`config.mk`:
```
export PLATFORM = sky130hd
export DESIGN_NAME = stk_engine
export DESIGN_NICKNAME = d
export VERILOG_FILES = /design/src/rtl/stk_pkg.sv /design/src/rtl/stk_seq.sv /design/src/rtl/stk_regs.sv /design/src/rtl/stk_engine.sv
export SDC_FILE = /design/constraint.sdc
export NUM_CORES = 1
export LEC_CHECK = 0
export CAP_MARGIN = 20
export CORE_MARGIN = 1
export CORE_UTILIZATION = 41
export CTS_BUF_LIST = sky130_fd_sc_hd__clkbuf_8
export DETAILED_ROUTE_END_ITERATION = 12
export PLACE_DENSITY = 0.76
export SLEW_MARGIN = 20
export SYNTH_ARGS = -nofsm -noshare
export SYNTH_HDL_FRONTEND = slang
export SYNTH_HIERARCHICAL = 1
export SYNTH_SLANG_ARGS = --single-unit
export TNS_END_PERCENT = 50
```
`constraint.sdc`:
```
create_clock -name clk -period 3.9 [get_ports clk]
set_input_delay 0.78 -clock clk [delete_from_list [all_inputs] [get_ports clk]]
set_output_delay 0.78 -clock clk [all_outputs]
set_load 0.01 [all_outputs]
```
`src/rtl/stk_pkg.sv`:
```
package stk_pkg;
  localparam int ADDR_W   = 16;
  localparam int BYTE_W   = 8;
  localparam int CALL_LEN = 3;
  localparam int PAIR_W   = 2 * BYTE_W;

  typedef enum logic [2:0] {
    OP_NOP  = 3'd0,
    OP_PUSH = 3'd1,
    OP_POP  = 3'd2,
    OP_CALL = 3'd3,
    OP_RET  = 3'd4,
    OP_LDSP = 3'd5
  } stk_op_e;

  typedef enum logic [2:0] {
    ST_IDLE,
    ST_WR_HI,
    ST_WR_LO,
    ST_RD_LO,
    ST_RD_HI,
    ST_RD_FIN
  } stk_state_e;

  function automatic logic [ADDR_W-1:0] ptr_down(input logic [ADDR_W-1:0] p);
    return p - ADDR_W'(1);
  endfunction

  function automatic logic [ADDR_W-1:0] ptr_up(input logic [ADDR_W-1:0] p);
    return p + ADDR_W'(1);
  endfunction

  function automatic logic [ADDR_W-1:0] next_instr(input logic [ADDR_W-1:0] p);
    return p + ADDR_W'(CALL_LEN);
  endfunction
endpackage

```
`src/rtl/stk_seq.sv`:
```
module stk_seq
  import stk_pkg::*;
(
  input  logic       clk,
  input  logic       rst_n,
  input  logic       cmd_valid,
  input  logic [2:0] cmd_op,
  output stk_state_e state,
  output logic       ev_accept,
  output logic       ev_ldsp,
  output logic       ev_sp_dn,
  output logic       ev_sp_up,
  output logic       ev_cap_lo,
  output logic       ev_push_fin,
  output logic       ev_pop_fin,
  output logic       is_call_q,
  output logic       is_ret_q,
  output logic       done
);
  logic op_known;
  logic op_wr;
  logic op_rd;

  always_comb begin
    op_wr    = (cmd_op == OP_PUSH) || (cmd_op == OP_CALL);
    op_rd    = (cmd_op == OP_POP)  || (cmd_op == OP_RET);
    op_known = op_wr || op_rd || (cmd_op == OP_LDSP);
    ev_accept   = cmd_valid && (state == ST_IDLE) && op_known;
    ev_ldsp     = ev_accept && (cmd_op == OP_LDSP);
    ev_sp_dn    = (ev_accept && op_wr) || (state == ST_WR_HI);
    ev_sp_up    = (state == ST_RD_LO) || (state == ST_RD_HI);
    ev_cap_lo   = (state == ST_RD_HI);
    ev_push_fin = (state == ST_WR_LO);
    ev_pop_fin  = (state == ST_RD_FIN);
  end

  always_ff @(posedge clk) begin
    if (!rst_n) begin
      state     <= ST_IDLE;
      is_call_q <= 1'b0;
      is_ret_q  <= 1'b0;
      done      <= 1'b0;
    end else begin
      done <= ev_ldsp || ev_push_fin || ev_pop_fin;
      if (ev_accept) begin
        is_call_q <= (cmd_op == OP_CALL);
        is_ret_q  <= (cmd_op == OP_RET);
      end
      case (state)
        ST_IDLE: begin
          if (ev_accept && op_wr)      state <= ST_WR_HI;
          else if (ev_accept && op_rd) state <= ST_RD_LO;
        end
        ST_WR_HI:  state <= ST_WR_LO;
        ST_WR_LO:  state <= ST_IDLE;
        ST_RD_LO:  state <= ST_RD_HI;
        ST_RD_HI:  state <= ST_RD_FIN;
        default:   state <= ST_IDLE;
      endcase
    end
  end
endmodule

```
`src/rtl/stk_regs.sv`:
```
module stk_regs
  import stk_pkg::*;
#(
  parameter logic [ADDR_W-1:0] RESET_SP = '0,
  parameter logic [ADDR_W-1:0] RESET_PC = '0
) (
  input  logic              clk,
  input  logic              rst_n,
  input  logic [2:0]        cmd_op,
  input  logic              cmd_psw,
  input  logic [PAIR_W-1:0] cmd_data,
  input  logic [BYTE_W-1:0] cmd_acc,
  input  logic [BYTE_W-1:0] cmd_flags,
  input  logic [BYTE_W-1:0] mem_rdata,
  input  logic              ev_accept,
  input  logic              ev_ldsp,
  input  logic              ev_sp_dn,
  input  logic              ev_sp_up,
  input  logic              ev_cap_lo,
  input  logic              ev_push_fin,
  input  logic              ev_pop_fin,
  input  logic              is_call_q,
  input  logic              is_ret_q,
  output logic [ADDR_W-1:0] sp,
  output logic [ADDR_W-1:0] pc,
  output logic [PAIR_W-1:0] wval,
  output logic [PAIR_W-1:0] pop_data
);
  logic [ADDR_W-1:0] target_q;
  logic [BYTE_W-1:0] lo_q;
  logic [PAIR_W-1:0] popped;

  assign popped = {mem_rdata, lo_q};

  always_ff @(posedge clk) begin
    if (!rst_n) begin
      sp       <= RESET_SP;
      pc       <= RESET_PC;
      wval     <= '0;
      target_q <= '0;
      lo_q     <= '0;
      pop_data <= '0;
    end else begin
      if (ev_accept) begin
        target_q <= cmd_data;
        if (cmd_op == OP_CALL) wval <= next_instr(pc);
        else if (cmd_psw)      wval <= {cmd_acc, cmd_flags};
        else                   wval <= cmd_data;
      end
      if (ev_ldsp)       sp <= cmd_data;
      else if (ev_sp_dn) sp <= ptr_down(sp);
      else if (ev_sp_up) sp <= ptr_up(sp);
      if (ev_cap_lo) lo_q <= mem_rdata;
      if (ev_pop_fin) pop_data <= popped;
      if (ev_push_fin && is_call_q)     pc <= target_q;
      else if (ev_pop_fin && is_ret_q)  pc <= popped;
    end
  end
endmodule

```
`src/rtl/stk_engine.sv`:
```
module stk_engine
  import stk_pkg::*;
#(
  parameter logic [ADDR_W-1:0] RESET_SP = '0,
  parameter logic [ADDR_W-1:0] RESET_PC = '0
) (
  input  logic              clk,
  input  logic              rst_n,
  input  logic              cmd_valid,
  input  logic [2:0]        cmd_op,
  input  logic              cmd_psw,
  input  logic [PAIR_W-1:0] cmd_data,
  input  logic [BYTE_W-1:0] cmd_acc,
  input  logic [BYTE_W-1:0] cmd_flags,
  output logic [ADDR_W-1:0] mem_addr,
  output logic [BYTE_W-1:0] mem_wdata,
  output logic              mem_we,
  input  logic [BYTE_W-1:0] mem_rdata,
  output logic              busy,
  output logic              done,
  output logic [ADDR_W-1:0] sp,
  output logic [ADDR_W-1:0] pc,
  output logic [PAIR_W-1:0] pop_data
);
  stk_state_e        state;
  logic              ev_accept, ev_ldsp, ev_sp_dn, ev_sp_up, ev_cap_lo;
  logic              ev_push_fin, ev_pop_fin, is_call_q, is_ret_q;
  logic [PAIR_W-1:0] wval;

  stk_seq seq_i (
    .clk(clk), .rst_n(rst_n), .cmd_valid(cmd_valid), .cmd_op(cmd_op),
    .state(state), .ev_accept(ev_accept), .ev_ldsp(ev_ldsp),
    .ev_sp_dn(ev_sp_dn), .ev_sp_up(ev_sp_up), .ev_cap_lo(ev_cap_lo),
    .ev_push_fin(ev_push_fin), .ev_pop_fin(ev_pop_fin),
    .is_call_q(is_call_q), .is_ret_q(is_ret_q), .done(done)
  );

  stk_regs #(.RESET_SP(RESET_SP), .RESET_PC(RESET_PC)) regs_i (
    .clk(clk), .rst_n(rst_n), .cmd_op(cmd_op), .cmd_psw(cmd_psw),
    .cmd_data(cmd_data), .cmd_acc(cmd_acc), .cmd_flags(cmd_flags),
    .mem_rdata(mem_rdata), .ev_accept(ev_accept), .ev_ldsp(ev_ldsp),
    .ev_sp_dn(ev_sp_dn), .ev_sp_up(ev_sp_up), .ev_cap_lo(ev_cap_lo),
    .ev_push_fin(ev_push_fin), .ev_pop_fin(ev_pop_fin),
    .is_call_q(is_call_q), .is_ret_q(is_ret_q),
    .sp(sp), .pc(pc), .wval(wval), .pop_data(pop_data)
  );

  assign busy      = (state != ST_IDLE);
  assign mem_addr  = sp;
  assign mem_we    = (state == ST_WR_HI) || (state == ST_WR_LO);
  assign mem_wdata = (state == ST_WR_HI) ? wval[PAIR_W-1:BYTE_W] : wval[BYTE_W-1:0];
endmodule

```
# Word level (Yosys, flattened, before mapping)
# Cells that the tools add are included.
# Widths: inputs -> output; s select.
dict set report op_classes {
  n_eq_ne 11
  addsub 3
  reduce_logical 20
  muxes 11
}
# operator count
set op_table {}
lappend op_table {{$mux 16} 7}
lappend op_table {{$add 16x1->16 const B} 1}
lappend op_table {{$add 16x2->16 const B} 1}
lappend op_table {{$sub 16x1->16 const B} 1}
lappend op_table {{$eq 3x2->1 const B} 4}
lappend op_table {{$eq 3x3->1 const B} 4}
lappend op_table {{$pmux 3 s4} 1}
lappend op_table {{$logic_or 1x1->1} 9}
lappend op_table {{$mux 8} 1}
lappend op_table {{$logic_and 1x1->1} 7}
lappend op_table {{$eq 3x1->1 const B} 2}
lappend op_table {{$mux 3} 2}
lappend op_table {{$reduce_bool 3->1} 2}
lappend op_table {{$logic_not 3->1} 1}
lappend op_table {{$ne 3x3->1 const B} 1}
lappend op_table {{$reduce_bool 2->1} 1}
dict set report totals {
  regBits 94
  out_inout_bits 75
  inputBits 47
  word_cells 55
}

# Longest topological paths before layout
dict set report logic_depth {
  depth_word 9
  depth_mapped 11
}

# Hierarchy
# The synthesis kept the hierarchy.
# module instances area_per_inst_um2 cells_each
set by_module_without_submodules {}
lappend by_module_without_submodules {stk_regs 1 4917.2 560}
lappend by_module_without_submodules {stk_seq 1 371.6 44}
lappend by_module_without_submodules {stk_engine 1 249.0 28}

# Worst setup path after synthesis
# No wires, ideal clock.
dict set report synth_path {
  kind {input to register}
  startpoint {in cmd_op[2]}
  endpoint {reg regs_i.sp[11]}
  cell_stages 11
  setup_time_ns 0.127
  slack_ns 0.025
  path_buffers 2
  arrival_time_ns 3.748
  path_cell_list {clkbuf_1 nor2b_1 a21oi_1 nor3_1 ha_1 buf_2 a21o_1 a31o_1 a31oi_2 nor4_1 or3_1}
}
dict set report synth_between {
  elab_chain_cells 9
  elab_cells_between_ends 16
  cone_classes {eq/ne: 5; mux: 2; reduce/logical: 9}
}
# item line
set synth_rtl {}
lappend synth_rtl {{from (decl)} stk_engine.sv:10} ;# input logic [2:0] cmd_op,
lappend synth_rtl {{$eq 3x1->1 (tied with other cells)} stk_seq.sv:25} ;# op_wr = (cmd_op == OP_PUSH) || (cmd_op == OP_CALL);
lappend synth_rtl {{$logic_or 1x1->1 (on tied branches)} {stk_seq.sv:25, stk_seq.sv:26}}
lappend synth_rtl {{$logic_or 1x1->1 (2 in series)} stk_seq.sv:27} ;# op_known = op_wr || op_rd || (cmd_op == OP_LDSP);
lappend synth_rtl {{$logic_and 1x1->1} stk_seq.sv:28} ;# ev_accept = cmd_valid && (state == ST_IDLE) && op_known;
lappend synth_rtl {{$logic_and 1x1->1 (*)} stk_seq.sv:30} ;# ev_sp_dn = (ev_accept && op_wr) || (state == ST_WR_HI);
lappend synth_rtl {{$logic_or 1x1->1 (*)} stk_seq.sv:30}
lappend synth_rtl {{net ev_sp_dn} stk_engine.sv:26} ;# logic ev_accept, ev_ldsp, ev_sp_dn, ev_sp_up, ev_cap_lo;
lappend synth_rtl {{$mux 16} stk_regs.sv:51} ;# else if (ev_sp_dn) sp <= ptr_down(sp);
lappend synth_rtl {{$mux 16} stk_regs.sv:50} ;# if (ev_ldsp) sp <= cmd_data;
lappend synth_rtl {{to (signal assigned)} stk_regs.sv:50}
lappend synth_rtl {{to (signal assigned)} stk_regs.sv:51}
lappend synth_rtl {{to (signal assigned)} stk_regs.sv:52} ;# else if (ev_sp_up) sp <= ptr_up(sp);
lappend synth_rtl {{to (decl)} stk_regs.sv:24} ;# output logic [ADDR_W-1:0] sp,
# Mark *: on every way through the listed nets, which the timed path passes. The rest lies on a longest branch.
# A chain may end at the register's enable or synchronous reset.

# Worst setup path in the final report
dict set report layout_path {
  startpoint {in cmd_op[0]}
  endpoint {reg regs_i.sp[11]}
}
# Same word-level chain as after synthesis.

==> impl_metrics.json <==
{
  "yosys_warnings": 6,
  "finalPower_mw": 2.23,
  "criticalPathCategory": "in2reg",
  "path_max_fanout": 15,
  "gp_congestion": 0.936,
  "vdd_ir_drop_max_uv": 203,
  "die_x_um": 118,
  "nets": 781,
  "routed_wirelength_um": 16300,
  "hold_violations": 0,
  "vias": 5126,
  "yosysSeqAreaShare_pct": 34.0,
  "drv_cap": 0,
  "r2r_slack_ps": 1240,
  "clk_pin_slew_worst_paths_ps": 90,
  "antenna_found_initial": 0,
  "hold_depth": 2,
  "tns_ps": 0,
  "fin_skew_ps": 15.5,
  "cts-root-buf": "clkbuf_8",
  "pre_cts_ws_ps": 275,
  "drive_above_1_share_pct": 7.33,
  "power_leakage_nw": 2.78,
  "setup_viol": 0,
  "maxSlewViolCount": 0,
  "hold_path_class": "reg2reg",
  "yosys.area.top_type_share_pct": 34.0,
  "grt_pass1_vias": 4911,
  "ios": 122,
  "async_flop_share_pct": 0,
  "critical_path.endpoint_type": "flip-flop",
  "diodes": 0,
  "synth.largest_area_cell": "dfxtp_1",
  "relSlewSlack_pct": 33.3,
  "r2r.worst_path.cells": 8,
  "yosysUniqueCellTypes": 66,
  "holdWs_ps": 489,
  "status": "finished, final reports clean",
  "syn_avg_cell_area_um2": 8.76,
  "insertion_delay_ps": 380,
  "worstPathRequired_ps": 4170,
  "fin_area_um2": 6950,
  "globalRoute.totalOverflow": 0,
  "ys_top_cells_by_area": "dfxtp_1 (34%), mux2i_1 (10%), nor2b_1 (5.2%)",
  "cp_slowest_cell": "clkdlybuf4s50_1",
  "cts_resized": 0,
  "drtPass1Iterations": 5,
  "cts_hold_buf": 0,
  "wl_per_cell_um": 18.2,
  "drt-initial-drc-count": 406,
  "drtAntennaViolNets": 0,
  "crit_path_max_incr_delay_ps": 590,
  "syn_area_um2": 5540,
  "fin_util_pct": 52.7,
  "port_buffers": 121,
  "synthFlopType": "dfxtp_1",
  "cts_buffer_depth": 2,
  "areaGrowthSynthToFinish_pct": 25.5,
  "rsz0062_at_grt": "false",
  "coreArea_um2": 13200,
  "drc": 0,
  "cts_setup_buffers": 0,
  "worst-path-stages": 11,
  "cts.sinks": 94,
  "crit_buf_inv": 2,
  "period_minus_slack_ps": 3280,
  "maxClockFrequency_ghz": 0.305,
  "dp_hpwl_um": 11900,
  "dpl_cell_area_um2": 6760,
  "syn_inst": 632,
  "nFillCells": 1191,
  "dieArea_um2": 14000,
  "row_count": 42,
  "finalNonFillerCells": 899,
  "cts_tree": "built",
  "dp_cells": 883,
  "synth_nets": 695,
  "grt_max_degree": 42,
  "crit_path_frequent_cell": "o211ai_2",
  "worst_slew_pin_slew_ps": 999,
  "worst_slack_ps": 619,
  "start_util_pct": 42.0,
  "cp_top_family": "simple AND/OR/NAND/NOR gates",
  "synth_edf_count": 0,
  "grt_use_total_pct": 23.3,
  "numCtsBuffers": 9,
  "synth-seq-cells": 94,
  "htree_levels": 3,
  "die_h_um": 118,
  "crit_path_start_kind": "input pin",
  "powerDensity_nw_per_um2": 321,
  "cp.arrival_ps": 3550,
  "crit_chain": "clkdlybuf4s50_1 > nor2b_1 > a21oi_1 > nor3_2 > buf_4 > ha_1 > o211ai_2 > o211ai_2 > a31oi_2 > and4bb_1 > or3_1",
  "fin_crit_sh_pct": 84.1,
  "grt_pass1_wl_um": 25600,
  "vias_per_cell": 5.70
}
[metal layers]
layer  part of all wire (%)  global-route usage (%)
met5                      0                       0
met4                    2.6                    8.97
met3                    5.3                    4.20
met2                     46                    37.9
met1                     46                    30.4
[area by class of cell]
| type | count | area (um2) | share of cell area [%] |
|---|---|---|---|
| Timing Repair Buffer | 133 | 1300 | 18.6 |
| Clock buffer | 9 | 124 | 1.78 |
| Tap cell | 176 | 220 | 3.17 |
| Inverter | 8 | 30.0 | 0.432 |
| Clock inverter | 7 | 67.6 | 0.972 |
| Multi-Input combinational cell | 472 | 3330 | 47.9 |
| Sequential cell | 94 | 1880 | 27.1 |
[where the power goes]
part	leakage [nW]	internal, mW	total (mW)	switching [mW]
registers	0.764	1.00	1.05	0.0465
logic	1.91	0.258	0.522	0.264
clock network	0.102	0.293	0.658	0.364
total	2.78	1.56	2.23	0.675
[sequential cells by signal, indices dropped and copies added, names as in the netlist]
register         flops
regs_i/lo_q          8
regs_i/pc           16
regs_i/pop_data     16
regs_i/sp           16
regs_i/target_q     16
regs_i/wval         16
seq_i/done           1
seq_i/is_call_q      1
seq_i/is_ret_q       1
seq_i/state          3
[worst register-to-register path, delay by kind of cell (launching register included)]
family | cells | cell delay (ps)
buffers and inverters | 1 | 220
flip-flops | 1 | 660
AO/OA/AOI/OAI | 4 | 950
adder cells (fa/ha/maj) | 1 | 450
AND/OR/NAND/NOR | 2 | 320
[synthesized netlist by cell type (2+ instances only)]
library cell	instances
a21boi_0	2
xor2_1	12
or3_1	4
inv_1	7
a211oi_1	6
a211oi_2	2
nor4_1	6
a41oi_1	2
nand3_1	52
o211ai_1	7
a211o_1	2
nor3_1	12
buf_6	2
mux2_2	9
o21bai_1	2
mux2i_1	58
buf_2	10
a31oi_1	8
buf_1	3
nor2b_1	46
o31a_1	2
o21ai_0	27
ha_1	15
a21o_1	7
nor3b_1	4
nor4b_2	2
a2111oi_0	2
buf_4	16
dfxtp_1	94
nand4_1	4
nor2_1	19
o211ai_2	2
nand2_1	49
o211a_1	18
and2_1	3
a21oi_1	32
xnor2_1	12
o21ai_1	5
clkbuf_1	26
and3_1	10
a21boi_1	6
[logic make-up after synthesis]
kind of cell / count (synthesis) / synth area share [%]
simple gates: 224 / 22.4
flops: 94 / 34.0
buf+inv: 66 / 6.08
compound gates: 140 / 17.5
mux: 68 / 12.5
xor+xnor: 24 / 3.80
fa+ha+maj: 16 / 3.75
[placed cells by master (no fill, tap or decap), types with 3 or more instances in the layout]
cell type          n
xnor2_1           12
a21boi_1           6
mux2_2             9
and3_1            10
dfxtp_1           94
nor2b_1           46
nand4_1            4
or3_1              4
mux2i_1           58
a211oi_1           6
nor4_1             6
and2_1             3
clkbuf_8           9
ha_1              15
clkdlybuf4s50_1  120
a21o_1             7
nand2_1           49
nor2_1            18
a21oi_1           31
inv_1              9
o211ai_1           7
o21ai_1            5
nor3b_1            4
buf_4             12
nand3_1           52
o211a_1           18
a31oi_1            8
xor2_1            12
nor3_1            11
o21ai_0           27
[path summary, 6_finish.rpt]
| check | startpoint | end |
|---|---|---|
| setup / recovery | cmd_op[0] | regs_i/sp[11] |
| hold / removal | regs_i/wval[4] | regs_i/wval[4] |
| setup reg to reg | seq_i/state[1] | regs_i/sp[6] |
| hold reg to reg | regs_i/wval[4] | regs_i/wval[4] |
Note: power is estimated with default switching activity, not from simulation.
